File: src/rtl/i2c_addr_pkg.sv
package i2c_addr_pkg;
  localparam int BYTE_W = 8;
  localparam int FLAG_N = 5;
  localparam int F_START = 0;
  localparam int F_STOP  = 1;
  localparam int F_RX    = 2;
  localparam int F_TX    = 3;
  localparam int F_GC    = 4;

  typedef enum logic [2:0] {
    ST_IDLE, ST_HDR, ST_LOW10, ST_DATA, ST_IGNORE
  } stateT;

  typedef struct packed {
    logic setStart;
    logic setStop;
    logic setRx;
    logic setTx;
    logic setGc;
    logic clrGc;
    logic ackLd;
    logic ackVal;
    logic dirLd;
    logic dirVal;
  } strbT;
endpackage

File: src/rtl/i2c_addr_dp.sv
module i2c_addr_dp
  import i2c_addr_pkg::*;
#(
  parameter int ADDR_W = 10
) (
  input  logic              clk,
  input  logic              rstN,
  input  logic [BYTE_W-1:0] rxByte,
  input  logic [ADDR_W-1:0] cfgOwnAddr,
  input  logic              cfgGcEn,
  input  logic [FLAG_N-1:0] flagClr,
  input  strbT              strb,
  output logic              hit7,
  output logic              hitGc,
  output logic              hdrTop,
  output logic              rxRead,
  output logic              lowHit,
  output logic              ackOut,
  output logic              dirTx,
  output logic [FLAG_N-1:0] flags
);
  localparam int LOW_W = BYTE_W;
  localparam int HI_W  = ADDR_W - LOW_W;

  logic [FLAG_N-1:0] setVec;
  logic [FLAG_N-1:0] clrVec;

  assign hit7   = rxByte[BYTE_W-1:1] == cfgOwnAddr[BYTE_W-2:0];
  assign hitGc  = cfgGcEn && (rxByte == '0);
  assign hdrTop = (rxByte[BYTE_W-1:HI_W+1] == 5'b11110) &&
                  (rxByte[HI_W:1] == cfgOwnAddr[ADDR_W-1:LOW_W]);
  assign rxRead = rxByte[0];
  assign lowHit = rxByte == cfgOwnAddr[LOW_W-1:0];

  always_comb begin
    setVec = '0;
    setVec[F_START] = strb.setStart;
    setVec[F_STOP]  = strb.setStop;
    setVec[F_RX]    = strb.setRx;
    setVec[F_TX]    = strb.setTx;
    setVec[F_GC]    = strb.setGc;
    clrVec = flagClr;
    clrVec[F_GC] = flagClr[F_GC] | strb.clrGc;
  end

  for (genvar i = 0; i < FLAG_N; i++) begin : g_flag
    always_ff @(posedge clk) begin
      if (!rstN) flags[i] <= 1'b0;
      else       flags[i] <= (flags[i] & ~clrVec[i]) | setVec[i];
    end
  end

  always_ff @(posedge clk) begin
    if (!rstN) begin
      ackOut <= 1'b0;
      dirTx  <= 1'b0;
    end else begin
      if (strb.ackLd) ackOut <= strb.ackVal;
      if (strb.dirLd) dirTx  <= strb.dirVal;
    end
  end

  p_stop_flag_r8: assert property (@(posedge clk) disable iff (!rstN)
    strb.setStop |=> flags[F_STOP]);
  p_gc_clear_r10: assert property (@(posedge clk) disable iff (!rstN)
    (strb.clrGc && !strb.setGc) |=> !flags[F_GC]);
  p_sticky_rx_r11: assert property (@(posedge clk) disable iff (!rstN)
    (flags[F_RX] && !flagClr[F_RX]) |=> flags[F_RX]);
endmodule

File: src/rtl/i2c_addr_ctrl.sv
module i2c_addr_ctrl
  import i2c_addr_pkg::*;
(
  input  logic clk,
  input  logic rstN,
  input  logic startStb,
  input  logic stopStb,
  input  logic byteStb,
  input  logic cfgAddr10,
  input  logic hit7,
  input  logic hitGc,
  input  logic hdrTop,
  input  logic rxRead,
  input  logic lowHit,
  input  logic dirTx,
  output strbT strb
);
  stateT stateQ, stateD;
  logic  match10Q, match10D;

  always_comb begin
    strb     = '0;
    stateD   = stateQ;
    match10D = match10Q;
    if (stopStb) begin
      strb.setStop = (stateQ == ST_DATA);
      strb.ackLd   = 1'b1;
      stateD       = ST_IDLE;
      match10D     = 1'b0;
    end else if (startStb) begin
      strb.clrGc = 1'b1;
      strb.ackLd = 1'b1;
      stateD     = ST_HDR;
    end else if (byteStb) begin
      strb.ackLd = 1'b1;
      unique case (stateQ)
        ST_HDR: begin
          stateD = ST_IGNORE;
          if (hitGc) begin
            strb.ackVal = 1'b1;  strb.setStart = 1'b1; strb.setGc = 1'b1;
            strb.dirLd  = 1'b1;  strb.dirVal   = 1'b0; stateD     = ST_DATA;
          end else if (!cfgAddr10) begin
            if (hit7) begin
              strb.ackVal = 1'b1;  strb.setStart = 1'b1; strb.setTx = rxRead;
              strb.dirLd  = 1'b1;  strb.dirVal   = rxRead; stateD   = ST_DATA;
            end
          end else begin
            match10D = 1'b0;
            if (hdrTop && !rxRead) begin
              strb.ackVal = 1'b1;
              stateD      = ST_LOW10;
            end else if (hdrTop && rxRead && match10Q) begin
              strb.ackVal = 1'b1;  strb.setStart = 1'b1; strb.setTx = 1'b1;
              strb.dirLd  = 1'b1;  strb.dirVal   = 1'b1; stateD     = ST_DATA;
              match10D    = 1'b1;
            end
          end
        end
        ST_LOW10: begin
          if (lowHit) begin
            strb.ackVal = 1'b1;  strb.setStart = 1'b1;
            strb.dirLd  = 1'b1;  strb.dirVal   = 1'b0;
            stateD      = ST_DATA; match10D    = 1'b1;
          end else begin
            stateD = ST_IGNORE;
          end
        end
        ST_DATA: begin
          if (dirTx) strb.setTx = 1'b1;
          else begin
            strb.ackVal = 1'b1;
            strb.setRx  = 1'b1;
          end
        end
        default: ;
      endcase
    end
  end

  always_ff @(posedge clk) begin
    if (!rstN) begin
      stateQ   <= ST_IDLE;
      match10Q <= 1'b0;
    end else begin
      stateQ   <= stateD;
      match10Q <= match10D;
    end
  end

  p_stop_clears_m10_r12: assert property (@(posedge clk) disable iff (!rstN)
    stopStb |=> !match10Q);
  p_ignore_nack_r9: assert property (@(posedge clk) disable iff (!rstN)
    (stateQ == ST_IGNORE && byteStb && !startStb && !stopStb)
      |-> (!strb.ackVal && !strb.setStart && !strb.setRx));
  p_read_needs_m10_r6: assert property (@(posedge clk) disable iff (!rstN)
    (stateQ == ST_HDR && byteStb && !startStb && !stopStb && cfgAddr10 &&
     !hitGc && rxRead && !match10Q) |-> !strb.setStart);
endmodule

File: src/rtl/i2c_addr_match.sv
module i2c_addr_match
  import i2c_addr_pkg::*;
#(
  parameter int ADDR_W = 10
) (
  input  logic              clk,
  input  logic              rstN,
  input  logic              startStb,
  input  logic              stopStb,
  input  logic              byteStb,
  input  logic [BYTE_W-1:0] rxByte,
  input  logic              cfgAddr10,
  input  logic              cfgGcEn,
  input  logic [ADDR_W-1:0] cfgOwnAddr,
  input  logic [FLAG_N-1:0] flagClr,
  output logic              ackOut,
  output logic              dirTx,
  output logic [FLAG_N-1:0] flags
);
  strbT strb;
  logic hit7, hitGc, hdrTop, rxRead, lowHit;

  i2c_addr_ctrl u_ctrl (
    .clk(clk), .rstN(rstN), .startStb(startStb), .stopStb(stopStb),
    .byteStb(byteStb), .cfgAddr10(cfgAddr10), .hit7(hit7), .hitGc(hitGc),
    .hdrTop(hdrTop), .rxRead(rxRead), .lowHit(lowHit), .dirTx(dirTx),
    .strb(strb)
  );

  i2c_addr_dp #(.ADDR_W(ADDR_W)) u_dp (
    .clk(clk), .rstN(rstN), .rxByte(rxByte), .cfgOwnAddr(cfgOwnAddr),
    .cfgGcEn(cfgGcEn), .flagClr(flagClr), .strb(strb), .hit7(hit7),
    .hitGc(hitGc), .hdrTop(hdrTop), .rxRead(rxRead), .lowHit(lowHit),
    .ackOut(ackOut), .dirTx(dirTx), .flags(flags)
  );
endmodule

File: config.mk
export PLATFORM = sky130hd
export DESIGN_NAME = i2c_addr_match
export DESIGN_NICKNAME = d
export VERILOG_FILES = /design/src/rtl/i2c_addr_pkg.sv /design/src/rtl/i2c_addr_dp.sv /design/src/rtl/i2c_addr_ctrl.sv /design/src/rtl/i2c_addr_match.sv
export SDC_FILE = /design/constraint.sdc
export NUM_CORES = 1
export LEC_CHECK = 0
export ABC_AREA = 1
export BUFFER_PORTS_ARGS = -buffer_cell sky130_fd_sc_hd__clkbuf_2
export CAP_MARGIN = 0
export CORE_MARGIN = 1.5
export CORE_UTILIZATION = 29
export DETAILED_ROUTE_END_ITERATION = 10
export SLEW_MARGIN = 30
export SYNTH_ARGS = -nofsm -noshare
export SYNTH_HDL_FRONTEND = slang
export SYNTH_SLANG_ARGS = --single-unit
File: constraint.sdc
create_clock -name clk -period 1.4 [get_ports clk]
set_input_delay 0.14 -clock clk [delete_from_list [all_inputs] [get_ports clk]]
set_output_delay 0.14 -clock clk [all_outputs]
set_load 0.02 [all_outputs]
# After elaboration in Yosys (flattened, before gate mapping)
# Index checks and enable logic that the tools add are counted.
dict set report word_totals {
  inputBits 30
  output_inout_bits 7
  reg_bits 11
}
dict set report op_classes {
  n_eq_ne 10
  bitwise 18
  reduce_logical 15
  n_mux 51
}
# operator n
set ops {}
lappend ops {{$mux W3} 15}
lappend ops {{$mux W1} 27}
lappend ops {{$eq A8 B8 Y1} 1}
lappend ops {{$logic_not A8 Y1} 1}
lappend ops {{$mux W4} 2}
lappend ops {{$eq A7 B7 Y1} 1}
lappend ops {{$not A1 Y1} 7}
lappend ops {{$eq A3 B2 Y1 const B} 2}
lappend ops {{$ne A2 B2 Y1 const B} 3}
lappend ops {{$or A1 B1 Y1} 6}
lappend ops {{$pmux W1 S2} 3}
lappend ops {{$pmux W3 S2} 1}
lappend ops {{$reduce_and A6 Y1} 1}
lappend ops {{$and A1 B1 Y1} 5}
lappend ops {{$eq A5 B5 Y1 const B} 1}
lappend ops {{$logic_and A1 B1 Y1} 5}
lappend ops {{$pmux W2 S2} 1}
lappend ops {{$reduce_and A2 Y1} 2}
lappend ops {{$reduce_bool A2 Y1} 2}
lappend ops {{$eq A3 B1 Y1 const B} 1}
lappend ops {{$pmux W1 S3} 1}
lappend ops {{$reduce_bool A3 Y1} 1}
lappend ops {{$reduce_or A3 Y1} 1}
lappend ops {{$eq A2 B2 Y1} 1}
lappend ops {{3 further kinds} 3}

# Longest topological paths before layout
# Gate-level depths: netlist of the first run.
dict set report depth {
  ltp_word 16
  depth_mapped 12
  depth_no_buf 12
}

# Modules after synthesis
# Synthesis of the first run repeated with hierarchy kept, for this count alone.
dict set report unflattened {
  hier_cells 184
  hier_area_um2 993.5
}
# module area_each_um2 cells_per_inst instances
set by_module_without_submodules {}
lappend by_module_without_submodules {i2c_addr_dp 574.3 110 1}
lappend by_module_without_submodules {i2c_addr_ctrl 419.2 74 1}

# Worst setup path before layout of the first run
# OpenSTA, ideal clock, no wires.
dict set report synth_path {
  path_type {register to register}
  startpoint {reg u_ctrl.stateQ[0]}
  endpoint {reg u_dp.dirTx}
  setup_slack_ns 0.248
  setup_ns 0.064
  t_arrival_ns 1.088
  stages_incl_launch_ff 9
  required_time_ns 1.336
  synth_period_minus_slack_ns 1.152
  n_path_buf 0
  path_cell_list {dfxtp_1 -> inv_2 -> nor3_4 -> inv_2 -> nor2_4 -> nand2_2 -> a21oi_2 -> a21oi_1 -> nor2_1}
}
dict set report synth_via {
  elab_chain_len 5
  elab_cells_between_ends 6
  cone_classes {eq/ne (2); mux (4)}
}
# element line_no
set synth_lines {}
lappend synth_lines {{from (decl)} i2c_addr_ctrl.sv:18} ;# stateT stateQ, stateD;
lappend synth_lines {{from (signal assigned)} i2c_addr_ctrl.sv:85} ;# stateQ <= stateD;
lappend synth_lines {{$eq A3 B2 Y1 / $eq A3 B1 Y1 (equally long branches)} i2c_addr_ctrl.sv:36} ;# unique case (stateQ)
lappend synth_lines {{$pmux W2 S2 *} i2c_addr_ctrl.sv:36}
lappend synth_lines {{$mux W4 *} i2c_addr_ctrl.sv:34} ;# end else if (byteStb) begin
lappend synth_lines {{$mux W3 *} i2c_addr_ctrl.sv:30} ;# end else if (startStb) begin
lappend synth_lines {{$mux W3 *} i2c_addr_ctrl.sv:25} ;# if (stopStb) begin
lappend synth_lines {{to (signal assigned)} i2c_addr_dp.sv:59} ;# if (strb.dirLd) dirTx <= strb.dirVal;
lappend synth_lines {{to (decl)} i2c_addr_dp.sv:19} ;# output logic dirTx,
# Mark *: on every way between the ends. The rest lies on a longest branch, timed or not.
# A chain may end at the register's enable or synchronous reset.

# Final worst setup path of the first run
dict set report layout_path {
  startpoint {reg u_ctrl.stateQ[0]}
  endpoint {reg u_dp.flags[3]}
}
dict set report layout_via {
  elab_chain_len 6
  elab_cells_between_ends 7
  cone_classes {eq/ne (2); mux (4); bitwise (1)}
}
# element line_no
set layout_lines {}
lappend layout_lines {{$eq A3 B2 Y1 / $eq A3 B1 Y1 (equally long branches)} i2c_addr_ctrl.sv:36}
lappend layout_lines {{$pmux W1 S2 *} i2c_addr_ctrl.sv:36}
lappend layout_lines {{$mux W3 *} i2c_addr_ctrl.sv:34}
lappend layout_lines {{$mux W3 *} i2c_addr_ctrl.sv:30}
lappend layout_lines {{$mux W4 *} i2c_addr_ctrl.sv:25}
lappend layout_lines {{$or A1 B1 Y1 *} i2c_addr_dp.sv:49} ;# else flags[i] <= (flags[i] & ~clrVec[i]) | setVec[i];
lappend layout_lines {{to (signal, indexed assignment)} i2c_addr_dp.sv:49}
lappend layout_lines {{to (decl)} i2c_addr_dp.sv:20} ;# output logic [FLAG_N-1:0] flags
# Marks and branches as above.

==> out/qor.json, run 1 <==
{
  "power_uw": 726.8,
  "antenna_found_initial": 0,
  "final_layout_net_count": 249,
  "outcome": "finished, final reports clean",
  "layout-drive-gt1-share": 0.3165,
  "synthSimpleGateAreaFrac": 0.4788,
  "final-setup-viol-count": 0,
  "clock_tree_from_tritoncts": "built",
  "vias": 1089,
  "number_of_distinct_standard_cells_referenced_by_the_synthesized_netlist": 24,
  "clk_latency_ns": 0.27,
  "muxShareOfSynthArea": 0,
  "via_count_of_the_first_global_routing_pass": 933,
  "root_buffer": "clkbuf_4",
  "cts_buffers": 3,
  "first_pass_grt_wire_length_mm": 4.050,
  "placeableCoreArea_um2": 3390,
  "max_freq_mhz": 789.8,
  "rrSetupSlack_ns": 0.13,
  "synth_area_in_compound_gates": 0.1149,
  "postSynth.asyncResetShare": 0,
  "crit_arrival_ns": 1.47,
  "worst_clock_skew_ns": 0.0006733,
  "post_synth_main_area_contributors": "dfxtp_1 21%, nand2_1 20%, inv_1 11%, nand3_1 7.3%, a21oi_1 5.8%",
  "firstDrtPassIters": 4,
  "power-per-cell-area_nw_per_um2": 548.5,
  "hold_depth": 4,
  "post_drt_via_cell_ratio": 4.125,
  "ctsHtreeMaxLevel": 1,
  "static-leakage-power_nw": 0.6971,
  "port_buffers": 36,
  "clk_pin_slew_worst_paths_ns": 0.07,
  "num_io_pins": 37,
  "minimum_hold_slack_ns": 0.1183,
  "hpwlAfterDp_mm": 2.010,
  "drc": 0,
  "place.gp.congestion": 0.7670,
  "syn2layout_area_growth_pct": 28.05,
  "synth-seq-cells": 11,
  "synth.yosys.seq_area_share": 0.2128,
  "transition_time_at_the_pin_with_the_least_slew_margin_ns": 0.2627,
  "final_max_slew_viol_count": 0,
  "yosysWarningCount": 0,
  "final_min_period_over_clock_period": 0.9044,
  "initial_core_util": 0.3053,
  "vdd.ir_drop.worst_mv": 0.2328,
  "synthAdderAreaFrac": 0,
  "die_w_um": 62.74,
  "die_y_um": 62.74,
  "final_hold_viol_count": 0,
  "synth_top_family_by_area": "simple AND/OR/NAND/NOR gates",
  "r2r.worst_path.cells": 8,
  "worstSetupPathType": "flip-flop to flip-flop",
  "clock_tree.buffer_depth": 2,
  "fp.dieArea_um2": 3936,
  "synth_edf_count": 0,
  "synthFlopType": "dfxtp_1",
  "numClockSinks": 11,
  "grt_start_max_net_pins": 7,
  "global_route.overflow_total": 0,
  "worst_hold_path_type": "input pin to flip-flop",
  "yosysTopAreaCell": "dfxtp_1",
  "syn_area_per_cell_um2": 5.879,
  "wire_per_inst_um": 8.818,
  "synthDominantCellAreaShare": 0.2128,
  "mappedNetlistNets": 206,
  "remaining_number_of_nets_flagged_by_the_antenna_check_after_routing": 0,
  "required_time_of_the_critical_path_ns": 1.61,
  "path_max_fanout": 4,
  "grtUsageTotal": 0.1254,
  "yosys.area_share.xor_xnor": 0.05925,
  "timing.slew.headroom": 0.8242,
  "timing.critical_path.from_type": "flip-flop",
  "max_cap_viol_count": 0,
  "std_cell_rows": 21,
  "synthesis.area_um2": 1035,
  "crit_path_end_kind": "flip-flop",
  "drt-total-wl_mm": 2.328,
  "cells_after_synthesis": 176,
  "fin_crit_ns": 1.266,
  "dr_iter_0_viols": 28,
  "antenna_cells": 0
}
## per-layer routing
| metal | wire, µm | track usage | vias to the layer above |
|---|---|---|---|
| li1 | - | - | 626 |
| met1 | 1205 | 0.1762 | 437 |
| met2 | 1028 | 0.1962 | 24 |
| met3 | 87 | 0.02883 | 2 |
| met4 | 7 | 0.02500 | 0 |
| met5 | 0 | 0 | - |
## cell usage after synthesis, types with 2 or more instances
library cell,n
nand3_1,15
a21oi_1,12
nor2_4,4
nand2_2,5
nor2_1,12
xnor2_1,6
inv_1,29
dfxtp_1,11
inv_2,6
a21oi_2,3
clkinv_1,2
nor2_2,5
nand2_1,55
## sequential cells by signal (all words and copies together) (netlist names)
register and count:
u_dp.ackOut 1, u_dp.flags 5, u_ctrl.stateQ 3, u_ctrl.match10Q 1, u_dp.dirTx 1
## layout make-up
type / count / area (µm²)
Timing Repair Buffer: 38 / 195.2
Tap cell: 46 / 57.56
Inverter: 37 / 138.9
Multi-Input combinational cell: 128 / 683.2
Clock buffer: 4 / 26.28
Sequential cell: 11 / 224.0
Fill cell: 396 / 2064
## cells in the final DEF, fill, tap and decap left out, drive strengths merged
cell,Yosys,final
inv,35,35
nand3b,1,1
dfxtp,11,11
clkbuf,0,40
nand3,16,16
a31oi,1,1
o21ai,3,3
xor2,1,1
xnor2,6,6
o21bai,1,1
nor2,21,21
nor3,1,1
nand2,60,60
a21oi,15,15
buf,0,2
nand4,2,2
clkinv,2,2
## worst max-delay path: stages (launching register included)
cell,delay (ns)
dfxtp_4,0.35
inv_2,0.04
nor3_4,0.25
inv_2,0.09
nor2_4,0.14
nand2_2,0.08
a21oi_4,0.12
nor2_1,0.05
nor2_1,0.08
## where the power goes
group	total (mW)	switching (mW)	internal, mW
combinational	0.195	0.114	0.0815
clock	0.216	0.106	0.110
sequential	0.315	0.00173	0.314
total	0.727	0.221	0.505
## logic make-up (layout without fill, tap and decap cells)
group,after synthesis,count (layout)
AO/OA/AOI/OAI,20,20
buffers and inverters,37,79
AND/OR/NAND/NOR,101,101
flip-flops,11,11
XOR/XNOR,7,7
## worst paths after layout
| check | start | endpoint |
|---|---|---|
| min reg2reg | u_dp.flags[1] | u_dp.flags[1] |
| max reg2reg | u_ctrl.stateQ[0] | u_dp.flags[3] |
| max | u_ctrl.stateQ[0] | u_dp.flags[3] |
| min | flagClr[1] | u_dp.flags[1] |
## stage by stage
stage           TNS (ns)  std cells    util  setup WS, ns  instance area (µm²)
2_1_floorplan          0        176       -        0.2482                 1035
3_3_place_gp           0        258  0.3754       0.05293                 1272
3_5_place_dp           0        258  0.3754       0.07829                 1272
4_1_cts                0        262  0.3832       0.05797                 1299
5_1_grt        -0.007097        264  0.3909     -0.006777                 1325
6_report               0        264  0.3909        0.1339                 1325
## repair_timing
| action | 4_1_cts | 5_1_grt |
|---|---|---|
| gates resized for setup | 0 | 3 |
| setup endpoints to repair | 0 | 4 |
| setup buffers | 0 | 2 |
| hold endpoints to repair | 0 | 0 |
| hold buffers | 0 | 0 |
Note: power is estimated with default switching activity, not from simulation.
==> inputs of run 2 (changes only) <==
- RECOVER_POWER: not set -> 100
==> run 2 against run 1 <==
Combinational power barely moved. Sequential power barely moved. Non-clock buffer count did not move. Register-to-register slack barely moved. Critical path depth did not move. Core utilization fell by 0.26 points. Worst hold slack barely moved. Critical endpoint unchanged. Largest power group unchanged. Highest routed layer unchanged.
==> out/qor.json, run 2 (same netlist as run 1, synthesis figures left out) <==
{
  "layout-drive-gt1-share": {"value": 0.2844, "change": "-0.03211"},
  "syn2layout_area_growth_pct": 27.21,
  "dpl_cell_area": {"value": 1272, "unit": "µm²", "change": "unchanged"},
  "final_common_cell": "nand2_1",
  "worstSetupPathType": "flip-flop to flip-flop",
  "firstDrtPassIters": {"value": 4, "change": "unchanged"},
  "cts_buffers": {"value": 3, "change": "unchanged"},
  "initial_core_util": {"value": 0.3053, "change": "unchanged"},
  "via_count_of_the_first_global_routing_pass": {"value": 933, "change": "unchanged"},
  "std_cell_rows": {"value": 21, "change": "unchanged"},
  "power-per-cell-area": {"value": 552.2, "unit": "nW/µm²", "change": "+0.67%"},
  "global_route.overflow_total": {"value": 0, "change": "unchanged"},
  "first_pass_grt_wire_length": {"value": 4.050, "unit": "mm", "change": "unchanged"},
  "max_freq": {"value": 789.8, "unit": "MHz", "change": "about the same"},
  "timing.slew.headroom": {"value": 0.8242, "change": "unchanged"},
  "crit_path_end_kind": "flip-flop",
  "power": {"value": 726.9, "unit": "µW", "change": "about the same"},
  "worst_clock_skew": {"value": 0.0006935, "unit": "ns", "change": "+0.00002023 ns"},
  "vdd.ir_drop.worst": {"value": 0.2328, "unit": "mV", "change": "about the same"},
  "clk_pin_slew_worst_paths": {"value": 0.07, "unit": "ns", "change": "about the same"},
  "drc": {"value": 0, "change": "unchanged"},
  "root_buffer": "clkbuf_4",
  "ctsHtreeMaxLevel": {"value": 1, "change": "unchanged"},
  "fp.dieArea": {"value": 3936, "unit": "µm²", "change": "unchanged"},
  "die_w": {"value": 62.74, "unit": "µm", "change": "unchanged"},
  "drt-total-wl": {"value": 2.335, "unit": "mm", "change": "+0.30%"},
  "postLayoutCoreUtil": {"value": 0.3883, "change": "-0.002584"},
  "clock_tree_from_tritoncts": "built",
  "clk_latency": {"value": 0.27, "unit": "ns", "change": "about the same"},
  "final_min_period_over_clock_period": {"value": 0.9044, "change": "about the same"},
  "grt_start_max_net_pins": {"value": 7, "change": "unchanged"},
  "transition_time_at_the_pin_with_the_least_slew_margin": {"value": 0.2627, "unit": "ns", "change": "unchanged"},
  "outcome": "finished, final reports clean",
  "port_buffers": {"value": 36, "change": "unchanged"},
  "vias": {"value": 1092, "change": "+0.28%"},
  "final_hold_viol_count": {"value": 0, "change": "unchanged"},
  "place.gp.congestion": {"value": 0.7670, "change": "unchanged"},
  "final_layout_net_count": {"value": 249, "change": "unchanged"},
  "antenna_found_initial": {"value": 0, "change": "unchanged"},
  "crit_arrival": {"value": 1.47, "unit": "ns", "change": "about the same"},
  "largest-register": "u_dp.flags",
  "dr_iter_0_viols": {"value": 28, "change": "unchanged"},
  "static-leakage-power": {"value": 0.6728, "unit": "nW", "change": "-3.5%"},
  "numClockSinks": {"value": 11, "change": "unchanged"},
  "antenna_cells": {"value": 0, "change": "unchanged"},
  "required_time_of_the_critical_path": {"value": 1.61, "unit": "ns", "change": "about the same"},
  "num_io_pins": {"value": 37, "change": "unchanged"},
  "minimum_hold_slack": {"value": 0.1184, "unit": "ns", "change": "+0.00004200 ns"},
  "remaining_number_of_nets_flagged_by_the_antenna_check_after_routing": {"value": 0, "change": "unchanged"},
  "die_y": {"value": 62.74, "unit": "µm", "change": "unchanged"},
  "totalNegativeSetupSlack": {"value": 0, "unit": "ns", "change": "unchanged"},
  "path_max_fanout": {"value": 4, "change": "unchanged"},
  "post-route-cell-area": {"value": 1316, "unit": "µm²", "change": "-0.66%"},
  "grtUsageTotal": {"value": 0.1254, "change": "unchanged"},
  "final_max_slew_viol_count": {"value": 0, "change": "unchanged"},
  "max_cap_viol_count": {"value": 0, "change": "unchanged"},
  "timing.critical_path.from_type": "flip-flop",
  "place_inst": {"value": 258, "change": "unchanged"},
  "final.setup.worst_slack": {"value": 0.1339, "unit": "ns", "change": "-0.00002600 ns"},
  "clock_tree.buffer_depth": {"value": 2, "change": "unchanged"},
  "placeableCoreArea": {"value": 3390, "unit": "µm²", "change": "unchanged"},
  "placement.setup.worst_slack": {"value": 0.07829, "unit": "ns", "change": "unchanged"},
  "post_drt_via_cell_ratio": {"value": 4.136, "change": "+0.28%"},
  "largest_register_ff_count": {"value": 5, "change": "unchanged"},
  "final-instance-count-excl-fill": {"value": 264, "change": "unchanged"},
  "hpwlAfterDp": {"value": 2.010, "unit": "mm", "change": "unchanged"},
  "fin_crit": {"value": 1.266, "unit": "ns", "change": "+0.00002600 ns"},
  "final-setup-viol-count": {"value": 0, "change": "unchanged"},
  "wire_per_inst": {"value": 8.845, "unit": "µm", "change": "+0.30%"},
  "layout_top_registers": "u_dp.flags: 5 flops, u_ctrl.stateQ: 3 flops",
  "hold_buffers": {"value": 0, "change": "unchanged"},
  "worst_hold_path_type": "input pin to flip-flop",
  "final_cell_mix": "55 x nand2_1, 29 x inv_1, 29 x clkbuf_2"
}
==> run 2: power breakdown <==
part | switching (mW) | internal [mW]
logic | 0.114 | 0.0815
clock network | 0.106 | 0.110
registers | 0.00173 | 0.314
==> run 2: repair_timing <==
| action | in CTS | in global routing |
|---|---|---|
| endpoints found under the setup margin | 0 | 4 |
| buffers inserted | 0 | 2 |
| resized for setup | 0 | 3 |
==> run 2: per-layer routing <==
metal,global-route usage,vias to the layer above,wire length (µm)
li1,-,626,-
met1,0.1762,441,1210
met2,0.1962,23,1031
met3,0.02883,2,86
met4,0.02500,0,7
met5,0,-,0
==> run 2: critical path, cell delays in order (launching register included) <==
cell and delay [ns]:
dfxtp_4 0.35, inv_2 0.04, nor3_4 0.25, inv_2 0.09
nor2_4 0.14, nand2_2 0.08, a21oi_4 0.12, nor2_1 0.05
nor2_1 0.08
==> run 2: area by class of cell <==
| cell class | instances | area (µm²) |
|---|---|---|
| fill | 401 | 2073 |
| multi-input combinational | 128 | 683.2 |
| sequential | 11 | 224.0 |
| timing repair buffer | 38 | 186.4 |
| inverter | 37 | 138.9 |
| tap | 46 | 57.56 |
| clock buffer | 4 | 26.28 |
==> run 2: worst paths after layout <==
| path | from | end | slack (ns) | cells after the start |
|---|---|---|---|---|
| hold / removal | flagClr[1] | u_dp.flags[1] | 0.12 | 4 |
| hold reg to reg | u_dp.flags[1] | u_dp.flags[1] | 0.47 | 2 |
| setup reg to reg | u_ctrl.stateQ[0] | u_dp.flags[3] | 0.13 | 8 |
| setup / recovery | u_ctrl.stateQ[0] | u_dp.flags[3] | 0.13 | 8 |
